$ cat src/rtl/bsch_pkg.sv
package bsch_pkg;
    typedef enum logic [1:0] {
        ST_IDLE,
        ST_SLEEP,
        ST_RUN_A,
        ST_RUN_B
    } sched_st_e;

    localparam logic [1:0] MODE_SYNC    = 2'b00;
    localparam logic [1:0] MODE_LP_FAST = 2'b10;
    localparam logic [1:0] MODE_LP_MID  = 2'b01;
    localparam logic [1:0] MODE_LP_SLOW = 2'b11;

    localparam logic GRP_A = 1'b0;
    localparam logic GRP_B = 1'b1;
endpackage

$ cat src/rtl/bsch_pin_sync.sv
module bsch_pin_sync #(
    parameter int STAGES = 2
) (
    input  logic clk,
    input  logic rst_n,
    input  logic pin_i,
    output logic rise_o
);
    // sh[0] is the first stage; sh[STAGES] holds the previous synchronized value
    logic [STAGES:0] sh_d, sh_q;

    always_comb begin
        sh_d = {sh_q[STAGES-1:0], pin_i};
    end

    always_ff @(posedge clk or negedge rst_n) begin
        if (!rst_n) sh_q <= '0;
        else        sh_q <= sh_d;
    end

    assign rise_o = sh_q[STAGES-1] & ~sh_q[STAGES];
endmodule

$ cat src/rtl/bsch_cal_timer.sv
module bsch_cal_timer #(
    parameter int CAL_MS = 350
) (
    input  logic clk,
    input  logic rst_n,
    input  logic tick_i,
    output logic done_o
);
    localparam int CW = $clog2(CAL_MS + 1);

    typedef struct packed {
        logic [CW-1:0] cnt;
        logic          done;
    } cal_t;

    cal_t cal_d, cal_q;

    always_comb begin
        cal_d = cal_q;
        if (!cal_q.done && tick_i) begin
            cal_d.cnt = cal_q.cnt + 1'b1;
            if (cal_q.cnt == CW'(CAL_MS - 1)) cal_d.done = 1'b1;
        end
    end

    always_ff @(posedge clk or negedge rst_n) begin
        if (!rst_n) cal_q <= '0;
        else        cal_q <= cal_d;
    end

    assign done_o = cal_q.done;
endmodule

$ cat src/rtl/burst_sched.sv
module burst_sched
    import bsch_pkg::*;
#(
    parameter int CAL_MS      = 350,
    parameter int LP_FAST_MS  = 110,
    parameter int LP_MID_MS   = 200,
    parameter int LP_SLOW_MS  = 360,
    parameter int SYNC_STAGES = 2
) (
    input  logic       clk,
    input  logic       rst_n,
    input  logic       sync_pin_i,
    input  logic [1:0] pin_mode_i,
    input  logic       ms_tick_i,
    input  logic       burst_done_i,
    input  logic       any_detect_i,
    output logic       burst_start_o,
    output logic       burst_grp_o,
    output logic       sleep_o,
    output logic       cal_done_o
);
    localparam int MAX_A  = (LP_FAST_MS > LP_MID_MS) ? LP_FAST_MS : LP_MID_MS;
    localparam int MAX_P  = (MAX_A > LP_SLOW_MS) ? MAX_A : LP_SLOW_MS;
    localparam int CNT_W  = $clog2(MAX_P + 1);

    typedef struct packed {
        sched_st_e      st;
        logic           start;
        logic           grp;
        logic           fast;
        logic           pend;
        logic [CNT_W-1:0] slp_cnt;
    } sched_t;

    sched_t s_d, s_q;
    logic   pin_rise;
    logic   cal_done;
    logic   [CNT_W-1:0] period;
    logic   is_sync;
    logic   fast_live;
    logic   do_launch;
    logic   done_ok;

    bsch_pin_sync #(.STAGES(SYNC_STAGES)) i_pin_sync (
        .clk    (clk),
        .rst_n  (rst_n),
        .pin_i  (sync_pin_i),
        .rise_o (pin_rise)
    );

    bsch_cal_timer #(.CAL_MS(CAL_MS)) i_cal_timer (
        .clk    (clk),
        .rst_n  (rst_n),
        .tick_i (ms_tick_i),
        .done_o (cal_done)
    );

    always_comb begin
        unique case (pin_mode_i)
            MODE_LP_FAST: period = CNT_W'(LP_FAST_MS);
            MODE_LP_MID:  period = CNT_W'(LP_MID_MS);
            MODE_LP_SLOW: period = CNT_W'(LP_SLOW_MS);
            default:      period = CNT_W'(LP_SLOW_MS);
        endcase
    end

    always_comb begin
        s_d       = s_q;
        s_d.start = 1'b0;
        do_launch = 1'b0;
        is_sync   = (pin_mode_i == MODE_SYNC);
        // a completion in the same cycle as our own start pulse is ignored
        done_ok   = burst_done_i && !s_q.start;
        // full speed ends on a pin edge, and never applies in sync mode
        fast_live = s_q.fast && !is_sync && !pin_rise;
        s_d.fast  = fast_live;

        if (!is_sync) begin
            s_d.pend = 1'b0;
        end else if (pin_rise && (s_q.st == ST_RUN_A || s_q.st == ST_RUN_B)) begin
            s_d.pend = 1'b1;
        end

        case (s_q.st)
            ST_IDLE: begin
                if (!cal_done || fast_live) begin
                    do_launch = 1'b1;
                end else if (is_sync) begin
                    if (pin_rise || s_q.pend) do_launch = 1'b1;
                end else begin
                    s_d.st      = ST_SLEEP;
                    s_d.slp_cnt = '0;
                end
            end
            ST_SLEEP: begin
                if (is_sync) begin
                    s_d.st = ST_IDLE;
                end else if (ms_tick_i) begin
                    if (s_q.slp_cnt >= period - 1'b1) do_launch = 1'b1;
                    else s_d.slp_cnt = s_q.slp_cnt + 1'b1;
                end
            end
            ST_RUN_A: begin
                if (done_ok) begin
                    s_d.st    = ST_RUN_B;
                    s_d.start = 1'b1;
                    s_d.grp   = GRP_B;
                end
            end
            ST_RUN_B: begin
                if (done_ok) begin
                    if (!cal_done) begin
                        do_launch = 1'b1;
                    end else if (is_sync) begin
                        if (s_q.pend || pin_rise) do_launch = 1'b1;
                        else s_d.st = ST_IDLE;
                    end else if (fast_live || any_detect_i) begin
                        s_d.fast  = 1'b1;
                        do_launch = 1'b1;
                    end else begin
                        s_d.st      = ST_SLEEP;
                        s_d.slp_cnt = '0;
                    end
                end
            end
            default: s_d.st = ST_IDLE;
        endcase

        if (do_launch) begin
            s_d.st    = ST_RUN_A;
            s_d.start = 1'b1;
            s_d.grp   = GRP_A;
            s_d.pend  = 1'b0;
        end
    end

    always_ff @(posedge clk or negedge rst_n) begin
        if (!rst_n) begin
            s_q     <= '0;
            s_q.st  <= ST_IDLE;
            s_q.grp <= GRP_A;
        end else begin
            s_q <= s_d;
        end
    end

    assign burst_start_o = s_q.start;
    assign burst_grp_o   = s_q.grp;
    assign sleep_o       = (s_q.st == ST_SLEEP);
    assign cal_done_o    = cal_done;
endmodule

$ cat config.mk
export PLATFORM = sky130hd
export DESIGN_NAME = burst_sched
export DESIGN_NICKNAME = d
export VERILOG_FILES = /design/src/rtl/bsch_pkg.sv /design/src/rtl/bsch_pin_sync.sv /design/src/rtl/bsch_cal_timer.sv /design/src/rtl/burst_sched.sv
export SDC_FILE = /design/constraint.sdc
export NUM_CORES = 1
export LEC_CHECK = 0
export ABC_AREA = 1
export BUFFER_PORTS_ARGS = -buffer_cell sky130_fd_sc_hd__buf_2
export CAP_MARGIN = 10
export CORE_MARGIN = 10
export CORE_UTILIZATION = 51
export DETAILED_ROUTE_END_ITERATION = 12
export PLACE_DENSITY = 0.69
export SLEW_MARGIN = 20
export SYNTH_ARGS = -nofsm -noshare
export SYNTH_HDL_FRONTEND = slang
export SYNTH_SLANG_ARGS = --single-unit
$ cat constraint.sdc
create_clock -name clk -period 2 [get_ports clk]
set_input_delay 0.4 -clock clk [delete_from_list [all_inputs] [get_ports clk]]
set_output_delay 0.4 -clock clk [all_outputs]
set_load 0.05 [all_outputs]
==> reports/qor.txt <==
Status -> finished, final reports clean
Syn. warnings -> 0
Pins over their slew limit -> 0
Routed WL per cell -> 12.10 um
Io pins -> 12
Die X -> 77.98 um
DRC -> 0
Final clock period utilization by the worst path -> 94.03%
RSZ-0062 raised after global routing -> false
Wirelength, routed -> 3.327 mm
Syn nets -> 232
# setup viols final -> 0
Worst Skew -> 0.005801 ns
Hold Fails Final Rpt -> 0
Synth-to-Final Area Change -> 10.29%
H-tree Lvls -> 1
Hold Crit Class -> input pin to asynchronous set/reset pin
Clock sinks -> 28
Share of layout cells above drive strength 1 -> 16.45%
Crit path required time -> 1.60 ns
Gp weighted congestion -> 0.8461
Initial DRC Count -> 75
Peak Freq -> 0.5317 GHz
Overall power -> 1.623 mW
Setup bufs post-CTS -> 0
Die Ht -> 77.98 um
Cell row count -> 20
Register area share after synthesis -> 40.88%
Starting Density -> 54.80%
Buf/Inv on CP -> 3
Syn_area_per_cell -> 8.086 um^2
Deepest clock path buffer count -> 2
CTS root buf -> clkbuf_4
Hold Slack -> 0.04824 ns
DRT antenna net count -> 0
Syn Inst Count -> 212
Port-buffer cells -> 11
Worst VDD drop -> 0.4397 mV
Clk slew on worst S/H paths -> 0.15 ns
Worst-Margin Slew -> 0.6138 ns
Leak Pwr -> 1.039 nW
Data arrival time of the critical path -> 1.48 ns
Initial antenna violation count -> 0
Hold-fix buffers, CTS -> 0
Mapped Area -> 1714 um^2
Core Footprint -> 3128 um^2
CP max-delay cell -> dfrtp_1
Max-cap violations -> 0
Yosys cell types -> 29
Crit path max fanout -> 10
Pwr per Cell Area -> 858.7 nW/um^2
Largest net degree at the start of global routing -> 29
Final core utilization -> 60.44%
Vias in the first global route -> 1445
CP Launch Type -> register
CTS tree -> yes
Most common cell after layout, fill and taps aside -> nand2_1
DR pass1 iterations -> 4
FF+latch count, synth -> 28
DIE AREA -> 6080 um^2
Worst-Skew Late Latency -> 0.33 ns
GR Util All Layers -> 12.14%
CP delay by family, top -> buffers and inverters
Post-CTS Resized -> 0
Post-layout minimum cycle time -> 1.881 ns
GR Overflow Total -> 0
CP max stage delay -> 0.46 ns
Critical path class -> register to primary output
Max transition margin -> 59.08%
Nets -> 252
Ant. Diodes -> 0
Via count -> 1382
Via/cell ratio -> 5.025
Hpwl dp -> 2.616 mm
Crit path cell chain -> inv_1 -> nand2_2 -> inv_2 -> buf_2
First-pass GRT wire length -> 6.223 mm
Highest-count cells in the layout ignoring fill and taps -> 59 x nand2_1, 28 x dfrtp_1, 23 x inv_1, 21 x nor2_1, 18 x nand3_1
Worst setup EP type -> primary output
Num CTS Buffers -> 3
path summary, 6_finish.rpt:
check	startpoint	endpoint	slack, ns	depth (start not counted)
min reg2reg	i_pin_sync.sh_q[0]$_DFF_PN0_	i_pin_sync.sh_q[1]$_DFF_PN0_	0.39	0
min in group clk	sync_pin_i	i_pin_sync.sh_q[0]$_DFF_PN0_	0.16	1
max reg2reg	s_q[7]$_DFFE_PN0P_	s_q[13]$_DFFE_PN0P_	0.32	10
max	s_q[14]$_DFFE_PN0P_	sleep_o	0.12	4
max in group asynchronous	rst_n	s_q[13]$_DFFE_PN0P_	1.55	1
min	rst_n	i_cal_timer.cal_q[6]$_DFFE_PN0P_	0.05	1
cell usage after synthesis:
cell type	number	area, um^2
inv_2	6	22.52
xor2_1	12	105.1
nand3_1	18	90.09
o21bai_1	1	7.510
nor2_1	21	78.83
o22ai_1	1	6.260
nand4_1	4	25.02
nand2_4	1	11.26
a21oi_1	1	5.000
ha_1	12	150.1
or2_1	1	6.260
xnor2_1	2	17.52
o21ai_1	2	10.01
nand2_1	59	221.5
nor2_2	2	12.51
nor2_8	1	20.02
nand3_2	2	20.02
inv_1	23	86.33
nor3b_1	1	7.510
nor3_1	1	5.000
o31ai_1	1	7.510
nor3_2	3	30.03
o21ai_0	2	10.01
o21ai_4	1	16.27
nand2_2	2	12.51
nand3b_1	2	15.01
buf_4	1	7.510
nor4_1	1	6.260
dfrtp_1	28	700.7
per-layer routing:
layer  vias up  GRT usage [%]  share of wire, %
li1        703              -                 -
met1       646          15.05                47
met2        27          20.15                48
met3         6          2.650               4.1
met4         0          4.480               1.4
met5         -              0                 0
metrics by stage:
stage	instance area [um^2]	TNS [ns]	setup WS, ns	std cells
6_report	1891	0	0.1194	275
5_1_grt	1891	0	0.01858	275
4_1_cts	1891	0	0.09607	275
3_5_place_dp	1854	-0.6087	-0.08049	271
3_3_place_gp	1854	-0.01611	-0.009589	271
2_1_floorplan	1714	0	0.1106	212
report_power, final:
group	switching, mW	leakage (nW)	internal, mW
clock network	0.170	0.0210	0.112
logic	0.466	0.662	0.191
registers	0.0611	0.357	0.623
total	0.697	1.04	0.927
layout make-up:
type | count | area [um^2]
inverters | 29 | 108.9
fillers | 284 | 1237
clock buffers | 4 | 36.28
flip-flops and latches | 28 | 700.7
multi-input cells | 154 | 897.1
repair buffers | 16 | 92.59
well taps | 44 | 55.05
sequential cells by signal (all words and copies together), names as in the netlist:
name                flops
burst_grp_o             1
burst_start_o           1
i_cal_timer.cal_q       9
i_cal_timer.done_o      1
i_pin_sync.sh_q         3
s_q                    13
cell families after synthesis:
kind of cell | share of synthesized area, %
compound gates | 3.650
xor+xnor | 7.153
fa+ha+maj | 8.759
buf+inv | 6.788
flops | 40.88
simple gates | 32.77
worst reg2reg max path, cell delays in order (launching register included):
cell     delay (ns)
dfrtp_1        0.46
ha_1           0.30
nand2_1        0.06
nor2_1         0.15
nand3_1        0.11
nand3_2        0.10
nand2_1        0.06
nand3_1        0.14
inv_2          0.08
nand3_1        0.07
nand2_1        0.06
(Power assumes the default switching activity.)
